==> config.mk <==
export PLATFORM = sky130hd
export DESIGN_NAME = msir_translator
export DESIGN_NICKNAME = d
export VERILOG_FILES = /design/src/rtl/msir_pkg.sv /design/src/rtl/msir_decode.sv /design/src/rtl/msir_entry_cache.sv /design/src/rtl/msir_walker.sv /design/src/rtl/msir_translator.sv
export SDC_FILE = /design/constraint.sdc
export NUM_CORES = 1
export LEC_CHECK = 0
export BUFFER_PORTS_ARGS = -buffer_cell sky130_fd_sc_hd__clkbuf_2
export CAP_MARGIN = 40
export CELL_PAD_IN_SITES_DETAIL_PLACEMENT = 0
export CELL_PAD_IN_SITES_GLOBAL_PLACEMENT = 2
export CORE_MARGIN = 5
export CORE_UTILIZATION = 25
export DETAILED_ROUTE_END_ITERATION = 8
export PLACE_DENSITY_LB_ADDON = 0.25
export SLEW_MARGIN = 10
export SYNTH_ARGS = -nofsm -noshare
export SYNTH_HDL_FRONTEND = slang
export SYNTH_SLANG_ARGS = --single-unit
==> constraint.sdc <==
create_clock -name clk -period 5.7 [get_ports clk]
set_input_delay 0.285 -clock clk [delete_from_list [all_inputs] [get_ports clk]]
set_output_delay 0.285 -clock clk [all_outputs]
set_load 0.01 [all_outputs]
==> src/rtl/msir_pkg.sv <==
package msir_pkg;

   // Fixed layout of the redirect structures
   localparam int IDX_W         = 16;  // table index width
   localparam int IDX_LSB       = 4;   // index position in the MSI address
   localparam int REDIR_BIT     = 2;   // address bit marking a redirected MSI
   localparam int ENTRY_SHIFT   = 4;   // 16-byte table entries
   localparam int DESC_SHIFT    = 6;   // 64-byte descriptors
   localparam int CTRL_OFS      = 32;  // byte offset of the control doubleword
   localparam int ENT_VALID_BIT = 0;
   localparam int CTRL_EN_BIT   = 0;
   localparam int CTRL_VEC_LSB  = 8;
   localparam int CTRL_CPU_LSB  = 32;
   localparam int VEC_W         = 8;
   localparam int CPU_W         = 32;

   typedef enum logic [3:0] {
      WS_IDLE,
      WS_ENT_REQ,
      WS_ENT_WAIT,
      WS_CTRL_REQ,
      WS_CTRL_WAIT,
      WS_PEND_REQ,
      WS_PEND_WAIT,
      WS_PEND_WR,
      WS_DLV
   } walk_state_e;

endpackage

==> src/rtl/msir_decode.sv <==
module msir_decode
   import msir_pkg::*;
#(
   parameter int ADDR_W = 32
) (
   input  logic [ADDR_W-1:0] addr,
   output logic              redir,
   output logic [IDX_W-1:0]  index
);

   if (ADDR_W < IDX_LSB + IDX_W) begin : g_bad_addr_w
      $error("msir_decode: ADDR_W too small to carry the index");
   end

   assign redir = addr[REDIR_BIT];
   assign index = addr[IDX_LSB +: IDX_W];

   logic unused_addr_bits;
   assign unused_addr_bits = ^addr;

endmodule

==> src/rtl/msir_entry_cache.sv <==
module msir_entry_cache #(
   parameter int DEPTH  = 8,
   parameter int TAG_W  = 16,
   parameter int DATA_W = 42
) (
   input  logic              clk,
   input  logic              rst_n,
   input  logic [TAG_W-1:0]  lk_tag,
   output logic              lk_hit,
   output logic [DATA_W-1:0] lk_data,
   input  logic              fill_en,
   input  logic [TAG_W-1:0]  fill_tag,
   input  logic [DATA_W-1:0] fill_data,
   input  logic              inv_en,
   input  logic [TAG_W-1:0]  inv_tag
);

   localparam int PW = (DEPTH > 1) ? $clog2(DEPTH) : 1;

   if (DEPTH < 2 || (DEPTH & (DEPTH - 1)) != 0) begin : g_bad_depth
      $error("msir_entry_cache: DEPTH must be a power of two, at least 2");
   end

   logic [DEPTH-1:0]  match;
   logic [DATA_W-1:0] way_data [DEPTH];
   logic [PW-1:0]     rr_q;

   for (genvar g = 0; g < DEPTH; g++) begin : g_way
      logic              v_q;
      logic [TAG_W-1:0]  t_q;
      logic [DATA_W-1:0] d_q;

      always_ff @(posedge clk or negedge rst_n) begin
         if (!rst_n) begin
            v_q <= 1'b0;
            t_q <= '0;
            d_q <= '0;
         end else if (fill_en && rr_q == PW'(g)) begin
            v_q <= 1'b1;
            t_q <= fill_tag;
            d_q <= fill_data;
         end else if (inv_en && v_q && t_q == inv_tag) begin
            v_q <= 1'b0;
         end
      end

      assign match[g]    = v_q && (t_q == lk_tag);
      assign way_data[g] = d_q;
   end

   always_ff @(posedge clk or negedge rst_n) begin
      if (!rst_n)       rr_q <= '0;
      else if (fill_en) rr_q <= rr_q + 1'b1;
   end

   always_comb begin
      lk_data = '0;
      for (int w = 0; w < DEPTH; w++) begin
         if (match[w]) lk_data = lk_data | way_data[w];
      end
   end

   assign lk_hit = |match;

endmodule

==> src/rtl/msir_walker.sv <==
module msir_walker
   import msir_pkg::*;
#(
   parameter int PA_W = 48,
   parameter int DW   = 64
) (
   input  logic                       clk,
   input  logic                       rst_n,
   input  logic                       req_valid,
   output logic                       req_ready,
   input  logic                       req_redir,
   input  logic [IDX_W-1:0]           req_index,
   input  logic [PA_W-1:0]            tbl_base,
   input  logic                       lk_hit,
   input  logic [PA_W-DESC_SHIFT-1:0] lk_ptr,
   output logic                       fill_en,
   output logic [IDX_W-1:0]           fill_tag,
   output logic [PA_W-DESC_SHIFT-1:0] fill_ptr,
   input  logic                       inv_valid,
   input  logic [IDX_W-1:0]           inv_index,
   output logic                       mem_req_valid,
   input  logic                       mem_req_ready,
   output logic                       mem_req_write,
   output logic [PA_W-1:0]            mem_req_addr,
   output logic [DW-1:0]              mem_req_wdata,
   input  logic                       mem_rsp_valid,
   input  logic [DW-1:0]              mem_rsp_data,
   output logic                       dlv_valid,
   input  logic                       dlv_ready,
   output logic [CPU_W-1:0]           dlv_cpu,
   output logic [VEC_W-1:0]           dlv_vec,
   output logic                       err_flag
);

   localparam int PTR_W   = PA_W - DESC_SHIFT;
   localparam int WB      = $clog2(DW);      // bit-select width in a word
   localparam int BYTE_SH = $clog2(DW / 8);  // bytes per word, as a shift

   if (DW != 64) begin : g_bad_dw
      $error("msir_walker: the structures are laid out in 64-bit words");
   end
   if (PA_W <= CTRL_VEC_LSB) begin : g_bad_pa_w
      $error("msir_walker: PA_W too small");
   end

   walk_state_e      st_q;
   logic [IDX_W-1:0] idx_q;
   logic [PTR_W-1:0] ptr_q;
   logic [VEC_W-1:0] vec_q;
   logic [CPU_W-1:0] cpu_q;
   logic [DW-1:0]    word_q;
   logic             stale_q;
   logic             err_q;

   logic             inv_same;
   logic             ent_ok;
   logic [PTR_W-1:0] rsp_ptr;
   logic [PA_W-1:0]  desc_addr;

   assign inv_same  = inv_valid && (inv_index == idx_q);
   assign ent_ok    = mem_rsp_data[ENT_VALID_BIT];
   assign rsp_ptr   = mem_rsp_data[PA_W-1:DESC_SHIFT];
   assign desc_addr = {ptr_q, {DESC_SHIFT{1'b0}}};

   always_ff @(posedge clk or negedge rst_n) begin
      if (!rst_n) begin
         st_q    <= WS_IDLE;
         idx_q   <= '0;
         ptr_q   <= '0;
         vec_q   <= '0;
         cpu_q   <= '0;
         word_q  <= '0;
         stale_q <= 1'b0;
         err_q   <= 1'b0;
      end else begin
         case (st_q)
            WS_IDLE: begin
               if (req_valid) begin
                  stale_q <= 1'b0;
                  idx_q   <= req_index;
                  if (req_redir) begin
                     if (lk_hit) begin
                        ptr_q <= lk_ptr;
                        st_q  <= WS_CTRL_REQ;
                     end else begin
                        st_q  <= WS_ENT_REQ;
                     end
                  end
               end
            end
            WS_ENT_REQ: begin
               if (inv_same)      stale_q <= 1'b1;
               if (mem_req_ready) st_q    <= WS_ENT_WAIT;
            end
            WS_ENT_WAIT: begin
               if (inv_same) stale_q <= 1'b1;
               if (mem_rsp_valid) begin
                  if (!ent_ok) begin
                     err_q <= 1'b1;
                     st_q  <= WS_IDLE;
                  end else begin
                     ptr_q <= rsp_ptr;
                     st_q  <= WS_CTRL_REQ;
                  end
               end
            end
            WS_CTRL_REQ: begin
               if (mem_req_ready) st_q <= WS_CTRL_WAIT;
            end
            WS_CTRL_WAIT: begin
               if (mem_rsp_valid) begin
                  if (!mem_rsp_data[CTRL_EN_BIT]) begin
                     err_q <= 1'b1;
                     st_q  <= WS_IDLE;
                  end else begin
                     vec_q <= mem_rsp_data[CTRL_VEC_LSB +: VEC_W];
                     cpu_q <= mem_rsp_data[CTRL_CPU_LSB +: CPU_W];
                     st_q  <= WS_PEND_REQ;
                  end
               end
            end
            WS_PEND_REQ: begin
               if (mem_req_ready) st_q <= WS_PEND_WAIT;
            end
            WS_PEND_WAIT: begin
               if (mem_rsp_valid) begin
                  word_q <= mem_rsp_data | (DW'(1) << vec_q[WB-1:0]);
                  st_q   <= WS_PEND_WR;
               end
            end
            WS_PEND_WR: begin
               if (mem_req_ready) st_q <= WS_DLV;
            end
            WS_DLV: begin
               if (dlv_ready) st_q <= WS_IDLE;
            end
            default: st_q <= WS_IDLE;
         endcase
      end
   end

   always_comb begin
      case (st_q)
         WS_ENT_REQ:  mem_req_addr = tbl_base + (PA_W'(idx_q) << ENTRY_SHIFT);
         WS_CTRL_REQ: mem_req_addr = desc_addr + PA_W'(CTRL_OFS);
         WS_PEND_REQ,
         WS_PEND_WR:  mem_req_addr = desc_addr + (PA_W'(vec_q >> WB) << BYTE_SH);
         default:     mem_req_addr = '0;
      endcase
   end

   assign mem_req_valid = (st_q == WS_ENT_REQ)  || (st_q == WS_CTRL_REQ) ||
                          (st_q == WS_PEND_REQ) || (st_q == WS_PEND_WR);
   assign mem_req_write = (st_q == WS_PEND_WR);
   assign mem_req_wdata = word_q;

   assign fill_en  = (st_q == WS_ENT_WAIT) && mem_rsp_valid && ent_ok &&
                     !stale_q && !inv_same;
   assign fill_tag = idx_q;
   assign fill_ptr = rsp_ptr;

   assign req_ready = (st_q == WS_IDLE);
   assign dlv_valid = (st_q == WS_DLV);
   assign dlv_cpu   = cpu_q;
   assign dlv_vec   = vec_q;
   assign err_flag  = err_q;

endmodule

==> src/rtl/msir_translator.sv <==
module msir_translator
   import msir_pkg::*;
#(
   parameter int ADDR_W      = 32,
   parameter int MSI_DW      = 32,
   parameter int PA_W        = 48,
   parameter int DW          = 64,
   parameter int CACHE_DEPTH = 8
) (
   input  logic              clk,
   input  logic              rst_n,
   input  logic              msi_valid,
   output logic              msi_ready,
   input  logic [ADDR_W-1:0] msi_addr,
   input  logic [MSI_DW-1:0] msi_data,
   input  logic              tbl_base_we,
   input  logic [PA_W-1:0]   tbl_base_wdata,
   input  logic              inv_valid,
   input  logic [15:0]       inv_index,
   output logic              mem_req_valid,
   input  logic              mem_req_ready,
   output logic              mem_req_write,
   output logic [PA_W-1:0]   mem_req_addr,
   output logic [DW-1:0]     mem_req_wdata,
   input  logic              mem_rsp_valid,
   input  logic [DW-1:0]     mem_rsp_data,
   output logic              dlv_valid,
   input  logic              dlv_ready,
   output logic [31:0]       dlv_cpu,
   output logic [7:0]        dlv_vec,
   output logic              err_flag
);

   localparam int PTR_W = PA_W - DESC_SHIFT;

   if (IDX_W != 16 || VEC_W != 8 || CPU_W != 32) begin : g_bad_layout
      $error("msir_translator: port widths do not match the structure layout");
   end

   logic [PA_W-1:0]  base_q;
   logic             dec_redir;
   logic [IDX_W-1:0] dec_index;
   logic             cache_hit;
   logic [PTR_W-1:0] cache_ptr;
   logic             fill_en;
   logic [IDX_W-1:0] fill_tag;
   logic [PTR_W-1:0] fill_ptr;

   always_ff @(posedge clk or negedge rst_n) begin
      if (!rst_n)           base_q <= '0;
      else if (tbl_base_we) base_q <= tbl_base_wdata;
   end

   msir_decode #(.ADDR_W(ADDR_W)) u_decode (
      .addr  (msi_addr),
      .redir (dec_redir),
      .index (dec_index)
   );

   msir_entry_cache #(
      .DEPTH  (CACHE_DEPTH),
      .TAG_W  (IDX_W),
      .DATA_W (PTR_W)
   ) u_cache (
      .clk       (clk),
      .rst_n     (rst_n),
      .lk_tag    (dec_index),
      .lk_hit    (cache_hit),
      .lk_data   (cache_ptr),
      .fill_en   (fill_en),
      .fill_tag  (fill_tag),
      .fill_data (fill_ptr),
      .inv_en    (inv_valid),
      .inv_tag   (inv_index)
   );

   msir_walker #(.PA_W(PA_W), .DW(DW)) u_walker (
      .clk           (clk),
      .rst_n         (rst_n),
      .req_valid     (msi_valid),
      .req_ready     (msi_ready),
      .req_redir     (dec_redir),
      .req_index     (dec_index),
      .tbl_base      (base_q),
      .lk_hit        (cache_hit),
      .lk_ptr        (cache_ptr),
      .fill_en       (fill_en),
      .fill_tag      (fill_tag),
      .fill_ptr      (fill_ptr),
      .inv_valid     (inv_valid),
      .inv_index     (inv_index),
      .mem_req_valid (mem_req_valid),
      .mem_req_ready (mem_req_ready),
      .mem_req_write (mem_req_write),
      .mem_req_addr  (mem_req_addr),
      .mem_req_wdata (mem_req_wdata),
      .mem_rsp_valid (mem_rsp_valid),
      .mem_rsp_data  (mem_rsp_data),
      .dlv_valid     (dlv_valid),
      .dlv_ready     (dlv_ready),
      .dlv_cpu       (dlv_cpu),
      .dlv_vec       (dlv_vec),
      .err_flag      (err_flag)
   );

   logic unused_msi_data;
   assign unused_msi_data = ^msi_data;

endmodule

==> flow_summary.json <==
{
  "cp.arrival_ns": 4.53,
  "final_util": 0.303,
  "end_kind": "output port",
  "fp.coreArea_um2": 143000,
  "crit_fanout": 12,
  "p_leak_nw": 19.7,
  "worstMarginPinSlew_ns": 0.983,
  "worst_r2r_path_depth": 6,
  "power_density_nw_per_um2": 465,
  "finalHoldViolCount": 0,
  "synth_area_um2": 36100,
  "clockBufferDepth": 3,
  "grt_remaining_overflow": 0,
  "cp-start-kind": "register",
  "drt_first_pass_iters": 5,
  "final_cells": 5571,
  "ys_seq_elements": 691,
  "drv_cap": 0,
  "swShare": 0.397,
  "die_w_um": 390,
  "die_h_um": 390,
  "final_cell_mix": "dfrtp_1, mux2_2, nand4_1",
  "r2r_end": "u_cache.g_way[7].t_q[1]",
  "finClkSkew_ns": 0.0275,
  "ys_seq_area_frac": 0.479,
  "rows": 139,
  "drive_gt1_frac": 0.321,
  "grt_pass1_vias": 29236,
  "numClockSinks": 691,
  "globalplace.congestion": 0.816,
  "nets": 3823,
  "crit_start": "u_walker.fill_tag[1]",
  "cts_max_level": 3,
  "layout_commonest_cell": "dfrtp_1",
  "syn_nets": 3570,
  "r2r_setup_slack_ns": 1.92,
  "netlist_instances": 3347,
  "drv_slew": 0,
  "async_flop_share": 1.00,
  "setup_viol": 0,
  "routedWlPerCell_um": 28.5,
  "drtAntennaViolNets": 0,
  "max_clock_freq_mhz": 208,
  "grt_usage": 0.203,
  "min_period_over_period": 0.844,
  "rsz0062_at_grt": "false",
  "synth_flop_cell": "dfrtp_1",
  "dr_total_vias": 28775,
  "drc_errors": 0,
  "die-area_um2": 152000,
  "vias_per_cell": 5.17,
  "p_int_mw": 12.2,
  "synth_edf_count": 0,
  "tns_ns": 0,
  "synth.distinct_cells": 56,
  "numCtsBuffers": 84,
  "power_frac_clock": 0.273,
  "wirelength_um": 159000,
  "pre_cts_ws_ns": 1.63,
  "critPathCapture": "mem_req_addr[26]",
  "clk_latency_ns": 0.69,
  "combPwrFrac": 0.335,
  "status": "completed",
  "ir_drop_uv": 255,
  "grt_max_degree": 136,
  "drtIter0Drc": 2104,
  "root_buffer": "clkbuf_16",
  "start_util": 0.251,
  "ios": 357,
  "slew-limit-headroom": 0.338,
  "finalCriticalPeriod_ns": 4.81,
  "hpwl_um": 101000,
  "rr_startpoint": "u_walker.st_q[2]",
  "grt_pass1_wl_um": 226000,
  "clkSlewWorstSetupHoldPaths_ns": 0.06,
  "synth.avg_cell_area_um2": 10.8,
  "layout_setup_ws_ns": 0.889,
  "required_ns": 5.41,
  "area_delta_synth_final_pct": 20.4,
  "p_sw_mw": 8.00,
  "placed_cells": 5340,
  "pwr-share-seq": 0.393,
  "path_class": "register to output port",
  "antenna_found_initial": 14,
  "hold_path.class": "input pin to register",
  "synth_warnings": 0,
  "port_buffers": 309,
  "cts_tree": "built",
  "cts_resized": 0
}
==> final cells by class <==
class                           count  area [µm²]
Sequential cell                   691       17300
Fill cell                       15010      100000
Tap cell                         1903        2380
Timing Repair Buffer              504        3390
Antenna cell                        2        5.00
Multi-Input combinational cell   2263       17400
Clock inverter                     22         229
Clock buffer                      130        2530
Inverter                           56         210
==> state kept, by name (all words and copies together) (netlist names) <==
signal                  count
u_cache.g_way.d_q         336
u_cache.g_way.t_q         128
u_walker.mem_req_wdata     64
base_q                     48
u_walker.ptr_q             42
u_walker.dlv_cpu           32
u_walker.fill_tag          16
u_cache.g_way.v_q           8
u_walker.dlv_vec            8
u_walker.st_q               4
u_cache.rr_q                3
u_walker.err_flag           1
u_walker.stale_q            1
==> how the worst min path moves through the flow <==
stage | slack, ns | to | cells past startpoint | startpoint
finish | 0.07 | u_cache.g_way[7].d_q[14] | 2 | mem_rsp_data[20]
global route | 0.04 | u_cache.g_way[7].d_q[24] | 2 | mem_rsp_data[30]
CTS | 0.02 | u_walker.mem_req_wdata[30] | 3 | mem_rsp_data[30]
detailed placement | 0.38 | u_cache.g_way[1].t_q[12] | 1 | rst_n
global placement | 0.38 | u_cache.g_way[6].t_q[4] | 1 | rst_n
floorplan | -0.01 | base_q[0] | 0 | rst_n
==> timing repair <==
action,in CTS,in global routing
hold buffers,77,0
endpoints found under the hold margin,199,0
setup endpoints to repair,0,0
setup buffers,0,0
==> kinds of logic after synthesis <==
family / count (synthesis) / share of synthesized area
XOR/XNOR: 306 / 0.0743
flip-flops: 691 / 0.479
AO/OA/AOI/OAI: 489 / 0.0783
buffers and inverters: 393 / 0.0459
adder cells (fa/ha/maj): 23 / 0.00819
AND/OR/NAND/NOR: 836 / 0.125
multiplexers: 609 / 0.189
==> critical path, cell delays in order, from the launching register on <==
cell and delay [ns]:
dfrtp_1 0.69, fa_1 0.58, a21o_1 0.17, a21o_1 0.21
a211oi_1 0.55, o21ai_0 0.31, a31oi_1 0.52, nor2_1 0.12
xnor2_1 0.16, a211oi_1 0.32, clkbuf_2 0.19
==> layer usage <==
layer,track usage,wire (µm),vias up
met1,0.281,71500,15107
met3,0.0301,8520,187
met5,0,23,-
met2,0.335,75400,790
li1,-,-,12687
met4,0.0497,3290,4
==> stage by stage <==
step / power, mW / hold WS, ns / instance area [µm²]
detailed placement: 14.7 / 0.377 / 39900
global placement: 14.6 / 0.379 / 39600
floorplan: 11.3 / -0.0106 / 36100
finish: 20.2 / 0.0675 / 43400
CTS: 20.4 / 0.0167 / 43400
global route: 21.2 / 0.0434 / 43400
==> power by group through the flow <==
stage / clock [mW] / combinational [mW] / sequential [mW]
after global routing: 5.83 / 7.28 / 8.10
after floorplan: 0 / 3.91 / 7.42
after detailed placement: 0 / 6.74 / 8.00
after global placement: 0 / 6.59 / 7.97
final: 5.50 / 6.75 / 7.93
after CTS: 5.66 / 6.81 / 7.92
==> cell usage after synthesis, drive strengths merged, types with 2 or more instances <==
cell type	n	area share
a21o	14	0.0029
o21bai	2	0.00042
buf	120	0.017
a31o	3	0.00073
nand2	145	0.015
nor3b	3	0.00062
clkbuf	217	0.023
and4	2	0.00049
o21a	3	0.00062
o21ai	157	0.022
mux2i	42	0.012
and3	12	0.0021
xnor2	50	0.012
a211o	2	0.00049
nor3	34	0.0049
a22o	2	0.00049
mux2	567	0.18
nor2	119	0.012
a211oi	8	0.0018
nand3	83	0.012
a21oi	102	0.014
dfrtp	691	0.48
nand4	353	0.061
ha	22	0.0076
o221ai	2	0.00049
nor4	55	0.012
a22oi	2	0.00042
nand2b	8	0.0014
inv	56	0.0058
o22ai	171	0.030
or3	7	0.0012
nor2b	9	0.0016
xor2	256	0.062
a31oi	16	0.0028
or2	3	0.00052
Power figures use the tool's default switching activity.
